===== src/rtl/irq_arb_pkg.sv =====
package irq_arb_pkg;

  // Right-hand contender replaces the left one only on strictly higher
  // priority; the left subtree always holds the lower IDs, so ties go left.
  function automatic logic right_wins(input logic l_vld, input logic [7:0] l_prio,
                                      input logic r_vld, input logic [7:0] r_prio);
    return r_vld && (!l_vld || (r_prio > l_prio));
  endfunction

endpackage


===== src/rtl/irq_arb_tree.sv =====
module irq_arb_tree
  import irq_arb_pkg::*;
#(
  parameter int NSRC = 31,
  parameter int PW   = 4,
  parameter int IDW  = $clog2(NSRC + 1)
) (
  input  logic [NSRC-1:0]    cand,
  input  logic [NSRC*PW-1:0] prio,
  output logic               win_vld,
  output logic [IDW-1:0]     win_id,
  output logic [PW-1:0]      win_prio
);
  localparam int LEAVES = 1 << $clog2(NSRC + 1);
  localparam int NODES  = 2 * LEAVES;

  logic           nv [1:NODES-1];
  logic [PW-1:0]  np [1:NODES-1];
  logic [IDW-1:0] ni [1:NODES-1];

  // Leaf j carries source ID j; leaf 0 and padding leaves never win.
  for (genvar j = 0; j < LEAVES; j++) begin : g_leaf
    if (j >= 1 && j <= NSRC) begin : g_real
      assign nv[LEAVES+j] = cand[j-1];
      assign np[LEAVES+j] = prio[(j-1)*PW +: PW];
      assign ni[LEAVES+j] = IDW'(j);
    end else begin : g_pad
      assign nv[LEAVES+j] = 1'b0;
      assign np[LEAVES+j] = '0;
      assign ni[LEAVES+j] = '0;
    end
  end

  for (genvar k = 1; k < LEAVES; k++) begin : g_node
    logic take_r;
    assign take_r = right_wins(nv[2*k], 8'(np[2*k]), nv[2*k+1], 8'(np[2*k+1]));
    assign nv[k]  = nv[2*k] | nv[2*k+1];
    assign np[k]  = take_r ? np[2*k+1] : np[2*k];
    assign ni[k]  = take_r ? ni[2*k+1] : (nv[2*k] ? ni[2*k] : '0);
  end

  assign win_vld  = nv[1];
  assign win_id   = nv[1] ? ni[1] : '0;
  assign win_prio = np[1];

endmodule


===== src/rtl/irq_claim_track.sv =====
module irq_claim_track #(
  parameter int NSRC = 31,
  parameter int IDW  = $clog2(NSRC + 1)
) (
  input  logic            clk,
  input  logic            rst_n,
  input  logic            claim_req,
  input  logic [IDW-1:0]  win_id,
  input  logic            cmpl_req,
  input  logic [IDW-1:0]  cmpl_id,
  input  logic [NSRC-1:0] src_en,
  output logic [NSRC-1:0] claimed_q,
  output logic            rsp_valid,
  output logic [IDW-1:0]  rsp_id
);
  logic [NSRC-1:0] set_m, clr_m;

  // The same winner drives both the response and the set mask (atomic claim).
  always_comb begin
    for (int i = 0; i < NSRC; i++) begin
      set_m[i] = claim_req && (win_id == IDW'(i + 1));
      clr_m[i] = cmpl_req  && (cmpl_id == IDW'(i + 1)) && src_en[i];
    end
  end

  always_ff @(posedge clk or negedge rst_n) begin
    if (!rst_n) begin
      claimed_q <= '0;
      rsp_valid <= 1'b0;
      rsp_id    <= '0;
    end else begin
      claimed_q <= (claimed_q & ~clr_m) | set_m;
      rsp_valid <= claim_req;
      rsp_id    <= claim_req ? win_id : '0;
    end
  end

  a_r3_rsp_follows_req: assert property (@(posedge clk) disable iff (!rst_n)
    claim_req |=> rsp_valid);
  a_r3_no_spurious_rsp: assert property (@(posedge clk) disable iff (!rst_n)
    !claim_req |=> !rsp_valid);
  a_r4_rsp_marked: assert property (@(posedge clk) disable iff (!rst_n)
    (rsp_valid && rsp_id != '0) |-> claimed_q[rsp_id - IDW'(1)]);

  for (genvar i = 0; i < NSRC; i++) begin : g_chk
    a_r5_release_legal: assert property (@(posedge clk) disable iff (!rst_n)
      $fell(claimed_q[i]) |-> $past(cmpl_req && cmpl_id == IDW'(i + 1) && src_en[i]));
    a_r4_set_by_claim: assert property (@(posedge clk) disable iff (!rst_n)
      $rose(claimed_q[i]) |-> $past(claim_req && win_id == IDW'(i + 1)));
  end

endmodule


===== src/rtl/irq_claim_arbiter.sv =====
module irq_claim_arbiter #(
  parameter int NSRC = 31,
  parameter int PW   = 4,
  parameter int IDW  = $clog2(NSRC + 1)
) (
  input  logic               clk,
  input  logic               rst_n,
  input  logic [NSRC-1:0]    src_pend,
  input  logic [NSRC-1:0]    src_en,
  input  logic [NSRC*PW-1:0] src_prio,
  input  logic [PW-1:0]      ctx_thresh,
  input  logic               claim_req,
  output logic               claim_rsp_valid,
  output logic [IDW-1:0]     claim_rsp_id,
  input  logic               cmpl_req,
  input  logic [IDW-1:0]     cmpl_id,
  output logic               irq
);
  logic [NSRC-1:0] claimed_q;
  logic [NSRC-1:0] above_thr;
  logic [NSRC-1:0] cand;
  logic            win_vld;
  logic [IDW-1:0]  win_id;
  logic [PW-1:0]   win_prio;
  logic            irq_q;

  for (genvar i = 0; i < NSRC; i++) begin : g_thr
    assign above_thr[i] = src_prio[i*PW +: PW] > ctx_thresh;
  end

  assign cand = src_pend & src_en & ~claimed_q & above_thr;

  irq_arb_tree #(.NSRC(NSRC), .PW(PW), .IDW(IDW)) u_tree (
    .cand     (cand),
    .prio     (src_prio),
    .win_vld  (win_vld),
    .win_id   (win_id),
    .win_prio (win_prio)
  );

  irq_claim_track #(.NSRC(NSRC), .IDW(IDW)) u_track (
    .clk       (clk),
    .rst_n     (rst_n),
    .claim_req (claim_req),
    .win_id    (win_id),
    .cmpl_req  (cmpl_req),
    .cmpl_id   (cmpl_id),
    .src_en    (src_en),
    .claimed_q (claimed_q),
    .rsp_valid (claim_rsp_valid),
    .rsp_id    (claim_rsp_id)
  );

  always_ff @(posedge clk or negedge rst_n) begin
    if (!rst_n) irq_q <= 1'b0;
    else        irq_q <= win_vld;
  end
  assign irq = irq_q;

  a_r1_win_above_thresh: assert property (@(posedge clk) disable iff (!rst_n)
    win_vld |-> (win_prio > ctx_thresh));
  a_r1_win_not_claimed: assert property (@(posedge clk) disable iff (!rst_n)
    win_vld |-> !claimed_q[win_id - IDW'(1)]);
  a_r1_win_pending: assert property (@(posedge clk) disable iff (!rst_n)
    win_vld |-> (src_pend[win_id - IDW'(1)] && src_en[win_id - IDW'(1)]));
  a_r7_irq_lags_one: assert property (@(posedge clk) disable iff (!rst_n)
    (cand == '0) |=> !irq);

endmodule


===== config.mk =====
export PLATFORM = sky130hd
export DESIGN_NAME = irq_claim_arbiter
export DESIGN_NICKNAME = d
export VERILOG_FILES = /design/src/rtl/irq_arb_pkg.sv /design/src/rtl/irq_arb_tree.sv /design/src/rtl/irq_claim_track.sv /design/src/rtl/irq_claim_arbiter.sv
export SDC_FILE = /design/constraint.sdc
export NUM_CORES = 1
export LEC_CHECK = 0
export BUFFER_PORTS_ARGS = -buffer_cell sky130_fd_sc_hd__buf_2
export CAP_MARGIN = 20
export CORE_ASPECT_RATIO = 0.5
export CORE_MARGIN = 1.5
export CORE_UTILIZATION = 35
export CTS_CLUSTER_DIAMETER = 120
export DETAILED_ROUTE_END_ITERATION = 8
export GPL_TIMING_DRIVEN = 0
export PLACE_DENSITY_LB_ADDON = 0.05
export SYNTH_ARGS = -nofsm -noshare
export SYNTH_HDL_FRONTEND = slang
export SYNTH_SLANG_ARGS = --single-unit

===== constraint.sdc =====
create_clock -name clk -period 16.95 [get_ports clk]
set_input_delay 1.695 -clock clk [delete_from_list [all_inputs] [get_ports clk]]
set_output_delay 1.695 -clock clk [all_outputs]
set_load 0.01 [all_outputs]

# Yosys cells after proc, flatten, opt, wreduce, memory -nomap -nowiden
# Cells that the tools add are included.
# W data, S select, Z words.
# classes
n_bitwise,37
mul,0
reduce_logical,183
n_eq_ne,62
div_mod_pow,0
shift,0
add_sub_neg,0
n_mux,92
order_cmp,61
# op_table
op,n
$mux W5,54
$gt A4 B4 Y1,61
$eq A5 B5 Y1 const B,32
$mux W4,34
$and A31 B31 Y31,4
$logic_and A1 B1 Y1,123
$eq A5 B4 Y1 const B,16
$not A31 Y31,2
$eq A5 B3 Y1 const B,8
$or A31 B31 Y31,1
$logic_not A1 Y1,30
$logic_or A1 B1 Y1,30
$or A1 B1 Y1,30
$eq A5 B2 Y1 const B,4
$eq A5 B1 Y1 const B,2
$mux W3,2
$mux W2,1
$mux W1,1
# totals
regBits,38
input_bits,199
out_inout_bits,7
latchBits,0
word_cells,439
memories,0
rom_bits,0
ramBits,0

# Logic depth before layout (Yosys ltp)
# Gate-level depths: netlist (run 1).
# logic_depth
word_depth,27
ltp_mapped,51
mapped_depth_nobuf,47

# Cells and area by module
# A second synthesis (run 1) with hierarchy kept.
# hier_totals
hier_cells,1314
area_unflattened_um2,10746.6
# by_module_without_submodules
module,area_per_inst_um2,seq_area_each_um2,cells_per_inst,n_inst
irq_arb_tree,5654.2,0.0,810,1
irq_claim_arbiter,3410.8,25.0,345,1
irq_claim_track,1681.6,925.9,159,1

# Worst setup path before layout (run 1)
# No wires, ideal clock.
# synth_path
path_kind,input port to flip-flop
startpoint,input ctx_thresh[1]
endpoint,register u_track.claimed_q[10]
setup_slack_ns,6.771
setup_ns,0.076
arrival_time_ns,10.102
required_ns,16.874
n_path_buf,4
cell_stages,48
cell_sequence,inv_1 -> ha_1 -> nor2b_1 -> o211ai_1 -> a221o_1 -> and2_0 -> clkbuf_1 -> nor2_1 -> a21oi_1 -> inv_1 -> ha_1 -> nor2b_1 -> o21ai_0 -> a311oi_2 -> o21ai_2 -> a21oi_2 -> mux2_2 -> ha_1 -> [... 12 more ...] -> a21oi_1 -> a41o_1 -> a22o_1 -> buf_2 -> nand2_1 -> o22a_1 -> ha_1 -> nor2b_1 -> o21ai_0 -> nand2b_1 -> a21oi_1 -> a41o_1 -> a2bb2oi_2 -> nand4_1 -> o311ai_4 -> buf_6 -> nand2_1 -> o21ai_1
# synth_between
elab_chain_cells,26
word_cells_on_any_way,261
cone_classes,order compare (46); eq/ne (1); mux (91); bitwise (32); reduce/logical (91)
# synth_lines
element,line_no,rtl
from (decl),irq_claim_arbiter.sv:11,"input logic [PW-1:0] ctx_thresh,"
$gt A4 B4 Y1,irq_claim_arbiter.sv:28,assign above_thr[i] = src_prio[i*PW +: PW] > ctx_thresh;
$and A31 B31 Y31 *,irq_claim_arbiter.sv:31,assign cand = src_pend & src_en & ~claimed_q & above_thr;
$logic_not A1 Y1,irq_arb_pkg.sv:7,return r_vld && (!l_vld || (r_prio > l_prio));
$logic_or A1 B1 Y1,irq_arb_pkg.sv:7,
$logic_and A1 B1 Y1,irq_arb_pkg.sv:7,
$mux W4,irq_arb_tree.sv:38,assign np[k] = take_r ? np[2*k+1] : np[2*k];
$gt A4 B4 Y1,irq_arb_pkg.sv:7,
$logic_or A1 B1 Y1,irq_arb_pkg.sv:7,
[... 10 more ...],n/a,
$gt A4 B4 Y1,irq_arb_pkg.sv:7,
$logic_or A1 B1 Y1,irq_arb_pkg.sv:7,
$logic_and A1 B1 Y1,irq_arb_pkg.sv:7,
$mux W5,irq_arb_tree.sv:39,assign ni[k] = take_r ? ni[2*k+1] : (nv[2*k] ? ni[2*k] : '0);
$mux W5 *,irq_arb_tree.sv:43,assign win_id = nv[1] ? ni[1] : '0;
$eq A5 B4 Y1 *,irq_claim_track.sv:21,set_m[i] = claim_req && (win_id == IDW'(i + 1));
$logic_and A1 B1 Y1 *,irq_claim_track.sv:21,
$or A31 B31 Y31 *,irq_claim_track.sv:32,claimed_q <= (claimed_q & ~clr_m) | set_m;
to (signal assigned),irq_claim_track.sv:32,
to (decl),irq_claim_track.sv:12,"output logic [NSRC-1:0] claimed_q,"
# Mark *: on every way between the ends. The rest lies on a longest branch, timed or not.

# Worst setup path in the final report (run 1)
# layout_path
startpoint,input ctx_thresh[0]
endpoint,register u_track.claimed_q[12]
# Same word-level chain as after synthesis.

==> results.md, run 1 <==
- Status: finished, final reports clean
- CTS Sinks: 38
- Final setup margin: 4.87 ns
- Asr flop ratio synth: 1.00
- RR Endpoint: u_track.claimed_q[12]
- Skew final: 0.00504 ns
- Fin nets: 1,841
- Pwr Density: 83.4 nW/um2
- Overall power: 934 uW
- Hold_buf cts: 0
- Non-filler cells, final: 1,754
- Final ANT Viol Nets: 0
- R2R depth: 45
- Largest net degree at the start of global routing: 39
- Min cycle time layout: 12.08 ns
- Final setup viols: 0
- Post-CTS sizing: 0
- Average routed wire per standard cell: 18.9 um
- R2R Path Start: u_track.claimed_q[21]
- Clock transition at path regs: 0.06 ns
- Peak VDD IR: 64.1 uV
- Post-synth EDFFs: 0
- Ports: 206
- Layout cell share with drive strength beyond 1: 0.193
- GRT Residual Overflow: 0
- Final Hold Viols: 0
- First-pass GRT wire length: 51.6 mm
- DR DRC count: 0
- R2r setup slk: 7.02 ns
- Least-Margin Pin Slew: 1.02 ns
- Syn Area/Cell: 8.08 um2
- Commonest non-fill, non-tap cells in the layout: ha_1, buf_2, a21oi_1, inv_1, nand2_1
- Dpl cells: 1,744
- CTS Buf Count: 5
- Worst slew margin: 0.323
- Die Y: 120 um
- Initial core utilization: 0.359
- Drt total wl: 33.2 mm
- Crit Path Class: in2reg
- Core Region: 26,700 um2
- Post-synthesis cell area: 9590 um2
- Via count of the routed design: 9,888
- Synthesized netlist cell count: 1,187
- Flop and latch count out of synthesis: 38
- # port buffers: 205
- Slowest CP cell: buf_2
- Yosys cell types: 75
- Die Width: 237 um
- Hold Startpoint: u_track.claimed_q[7]
- Critical path peak fanout: 31
- CTS tree: yes
- Final Slew Violations: 0
- Worst-Skew Late Latency: 0.29 ns
- Final Cycle Share: 0.713
- Most common cell after layout, fill and taps aside: ha_1
- WP data required: 17.17 ns
- Clock buffer depth: 2
- Root Buffer Master: clkbuf_16
- HPWL Detailed: 27.8 mm
- Vias in the first global route: 9,594
- CP endpoint kind: flop
- Post-synthesis sequential area ratio: 0.0992
- Ys Warns: 0
- CP max stage delay: 0.75 ns
- Min-Delay Endpoint: u_track.claimed_q[7]
- Leak: 0.00555 uW
- Mapped Nets: 1,629
- Fmax: 82.8 MHz
- Postcts setup bufs: 0
- Setup TNS: 0 ns
- Max-cap violations: 0
- Crit path arrival time: 12.30 ns
- GR Util All Layers: 0.230
- Vias per cell: 5.64
- Die Area: 28,500 um2
- Min-delay worst type: reg2reg
- Worst hold path stage count: 2
- Synth Flop Type: dfrtp_1
- H-tree levels: 2
- DRT iter0 DRCs: 522
- Dpl ws: 4.65 ns
- Worst setup SP type: primary input
- DR pass1 iterations: 6
- RSZ-0062 raised after global routing: false
- Row count: 42
- Routability congestion estimate from global placement: 0.917
- Post-Route Utilization: 0.420
- Area growth syn-to-layout: 16.9%
- Initial antenna violation count: 2
-- through the flow --
step | hold slack, ns | cell area [um2]
after floorplan | 0.446 | 9590
after global placement | 0.492 | 11100
after global routing | 0.536 | 11200
final | 0.510 | 11200
after CTS | 0.515 | 11200
after detailed placement | 0.501 | 11100
-- cells in the mapped netlist (all sizes together), types with 3 or more instances --
master | n | area share
nand4b | 29 | 0.026
o21ai | 96 | 0.050
buf | 6 | 0.0038
and4 | 10 | 0.0091
nor2b | 67 | 0.044
inv | 114 | 0.045
or4 | 4 | 0.0035
a22o | 3 | 0.0027
o31ai | 5 | 0.0065
and3 | 3 | 0.0025
o221ai | 6 | 0.0061
o22a | 4 | 0.0037
dfrtp | 38 | 0.099
o2bb2ai | 4 | 0.0043
nand2b | 10 | 0.0065
a211oi | 3 | 0.0023
o211ai | 41 | 0.033
o22ai | 7 | 0.0046
nor4 | 6 | 0.0077
nor2 | 50 | 0.020
nand2 | 80 | 0.031
nor3 | 4 | 0.0021
mux2 | 19 | 0.022
a21o | 11 | 0.0086
a21oi | 118 | 0.064
and2 | 8 | 0.0052
clkbuf | 10 | 0.0039
nand4 | 49 | 0.032
o211a | 3 | 0.0031
a22oi | 3 | 0.0023
o21a | 31 | 0.024
a21boi | 4 | 0.0031
nand3 | 13 | 0.0073
mux2i | 55 | 0.057
ha | 243 | 0.32
-- logic make-up (layout without fill, tap and decap cells) --
group / count (synthesis) / count (layout) / share of synthesized area
buffers and inverters: 130 / 343 / 0.0523
AOI/OAI and AO/OA: 359 / 359 / 0.245
and+or+nand+nor: 343 / 343 / 0.207
other: 0 / 2 / 0
muxes: 74 / 74 / 0.0797
adders and majority gates: 243 / 243 / 0.317
DFF: 38 / 38 / 0.0992
-- worst max path at each step --
stage | start | to | slack (ns) | cells past startpoint
finish | ctx_thresh[0] | u_track.claimed_q[12] | 4.87 | 48
global route | ctx_thresh[3] | u_track.claimed_q[12] | 4.12 | 49
CTS | ctx_thresh[2] | u_track.claimed_q[12] | 4.93 | 49
detailed placement | ctx_thresh[2] | u_track.claimed_q[12] | 4.65 | 49
global placement | ctx_thresh[1] | u_track.claimed_q[12] | 4.37 | 49
floorplan | ctx_thresh[1] | u_track.claimed_q[10] | 6.77 | 48
-- power breakdown --
group	switching [uW]	leakage (uW)	internal (uW)
registers	23.2	0.000468	128
logic	419	0.00500	264
clock network	41.4	0.0000739	58.5
total	484	0.00555	451
-- metal layers --
layer  up-vias  global-route usage  share of wire
met5         -                   0              0
met4         0              0.0307         0.0092
met1      4716               0.329           0.50
li1       4919                   -              -
met3        23              0.0221          0.046
met2       230               0.382           0.44
-- layout make-up --
type,count,area [um2]
plain buffers,16,73.8
repair buffers,205,1030
well taps,352,440
inverters,114,428
multi-input cells,1019,8140
fillers,2775,15500
clock inverters,1,5.00
flip-flops and latches,38,951
diodes,2,5.00
clock buffers,7,143
-- registers in the layout, indices dropped and copies added, names as in the netlist --
| signal | count |
|---|---|
| irq | 1 |
| u_track.claimed_q | 31 |
| u_track.rsp_id | 5 |
| u_track.rsp_valid | 1 |
-- critical path, delay by kind of cell --
kind / cells / cell delay, ns
AO/OA/AOI/OAI: 22 / 4.32
adder cells (fa/ha/maj): 5 / 1.60
buffers and inverters: 6 / 1.85
multiplexers: 2 / 0.76
AND/OR/NAND/NOR: 13 / 2.00
No activity file was read; power rests on OpenSTA's default activity.
==> run 2: changes to the inputs <==
==> constraint.sdc (replaced) <==
create_clock -name clk -period 10.6 [get_ports clk]
set_input_delay 1.06 -clock clk [delete_from_list [all_inputs] [get_ports clk]]
set_output_delay 1.06 -clock clk [all_outputs]
set_load 0.01 [all_outputs]
==> results.md, run 2 (same netlist as run 1, synthesis figures left out) <==
- Comb pwr share: 0.743
- Peak VDD IR: 106 uV
- Net switching power: 799 uW
- Drt total wl: 33.4 mm
- DRT iter0 DRCs: 502
- M1 WL: 16.9 mm
- Final setup viols: 0
- Ports: 206
- Routability congestion estimate from global placement: 0.917
- Crit path arrival time: 10.24 ns
- Final ANT Viol Nets: 0
- Critical path peak fanout: 31
- Status: finished, final reports clean
- Met2 wire len: 14.8 mm
- Min cycle time layout: 10.02 ns
- Core Region: 26,700 um2
- Clock share of power: 0.102
- Die Y: 120 um
- Vias per cell: 5.61
- Area occupied by multi-input gates: 8270 um2
- HPWL Detailed: 27.8 mm
- Layout cell share with drive strength beyond 1: 0.212
- Max Used Layer: met4
- Commonest non-fill, non-tap cells in the layout: ha_1, buf_2, inv_1, a21oi_1, nand2_1
- Average routed wire per standard cell: 19.0 um
- Fin nets: 1,844
- Max reg flops: 31
- GRT Residual Overflow: 0
- First-pass GRT wire length: 51.6 mm
- CTS tree: yes
- Worst-Skew Late Latency: 0.29 ns
- Vias in the first global route: 9,618
- Leading registers by flop count: u_track.claimed_q x31, u_track.rsp_id x5
- Setup TNS: 0 ns
- Via count of the routed design: 9,858
- CTS Sinks: 38
- Initial core utilization: 0.359
- Dpl ws: -1.06 ns
- Hold WS: 0.508 ns
- Clock transition at path regs: 0.06 ns
- CP bufs+invs: 6
- Row count: 42
- CTS Buf Count: 5
- Final Slew Violations: 0
- Int Power: 764 uW
- Die Width: 237 um
- FF+latch area: 951 um2
- Clock buffer depth: 2
- Switching Fraction: 0.511
- Die Area: 28,500 um2
- Max-cap violations: 0
- Slowest CP cell: a21oi_1
- Min-delay worst type: reg2reg
- Initial antenna violation count: 2
- Critical Path Most Common Cell: o21a_1
- Routed wl met3: 1.29 mm
- Fmax: 99.8 MHz
- WP data required: 10.82 ns
- CP delay by family, top: compound AO/OA/AOI/OAI gates
- Most flop-heavy register: u_track.claimed_q
- Placed Area: 11,100 um2
- H-tree levels: 2
- DR pass1 iterations: 6
- Flop pwr share: 0.155
- R2r setup slk: 1.65 ns
- RSZ-0062 raised after global routing: false
- Leak: 0.00560 uW
- Area growth syn-to-layout: 19.0%
- Most common cell after layout, fill and taps aside: ha_1
- Number of fill cells in the layout: 2,761
- Worst slew margin: 0.315
- Least-Margin Pin Slew: 1.02 ns
- Largest net degree at the start of global routing: 39
- Hold_buf cts: 0
- Worst setup SP type: primary input
- Crit Path Class: in2reg
- Design area: 11,400 um2
- Final setup margin: 0.582 ns
- # port buffers: 205
- GR Util All Layers: 0.230
- Final Hold Viols: 0
- CP max stage delay: 0.36 ns
- Pwr Density: 137 nW/um2
- Skew final: 0.00536 ns
- Root Buffer Master: clkbuf_16
- Final Cycle Share: 0.945
- CP endpoint kind: flop
- DR DRC count: 0
[run 2: per-layer routing]
layer	vias to the layer above	GRT usage
met5	-	0
met4	0	0.0307
met3	25	0.0221
met2	193	0.382
met1	4713	0.330
li1	4927	-
[run 2: cell type report]
class,instances,share of cell area
inverters,114,0.0395
diodes,1,0.000219
multi-input cells,1019,0.725
clock inverters,1,0.000439
flip-flops and latches,38,0.0833
plain buffers,15,0.00669
clock buffers,7,0.0125
repair buffers,209,0.0942
well taps,352,0.0386
[run 2: power groups by stage]
| stage | registers, uW | logic [uW] | clock network, uW |
|---|---|---|---|
| 6_report | 242 | 1160 | 160 |
| 5_1_grt | 248 | 1280 | 166 |
| 4_1_cts | 242 | 1120 | 161 |
| 3_5_place_dp | 244 | 1080 | 0 |
| 3_3_place_gp | 244 | 1050 | 0 |
| 2_1_floorplan | 225 | 734 | 0 |
[run 2: tightest hold or removal path, cell delays in order (launching register included)]
cell and delay (ns):
dfrtp_1 0.34, o21ai_0 0.07, o21ai_1 0.06
[run 2: repair_timing]
action / in CTS / in global routing
gates resized for setup: 11 / 34
setup buffers: 2 / 2
setup endpoints to repair: 33 / 33
pin swaps: 1 / 1
[run 2: path summary, 6_finish.rpt]
| path | startpoint | cells past startpoint | to |
|---|---|---|---|
| hold reg to reg | u_track.claimed_q[7] | 2 | u_track.claimed_q[7] |
| hold / removal | u_track.claimed_q[7] | 2 | u_track.claimed_q[7] |
| max in group asynchronous | rst_n | 1 | u_track.claimed_q[1] |
| setup reg to reg | u_track.claimed_q[25] | 43 | u_track.claimed_q[12] |
| min in group asynchronous | rst_n | 1 | u_track.claimed_q[19] |
| setup / recovery | ctx_thresh[3] | 48 | u_track.claimed_q[12] |
[run 2: metrics by stage]
step	util	std cells	power, uW
3_5_place_dp	0.414	1744	1330
5_1_grt	0.427	1756	1700
4_1_cts	0.422	1754	1520
6_report	0.427	1756	1560
2_1_floorplan	-	1187	960
3_3_place_gp	0.414	1744	1300
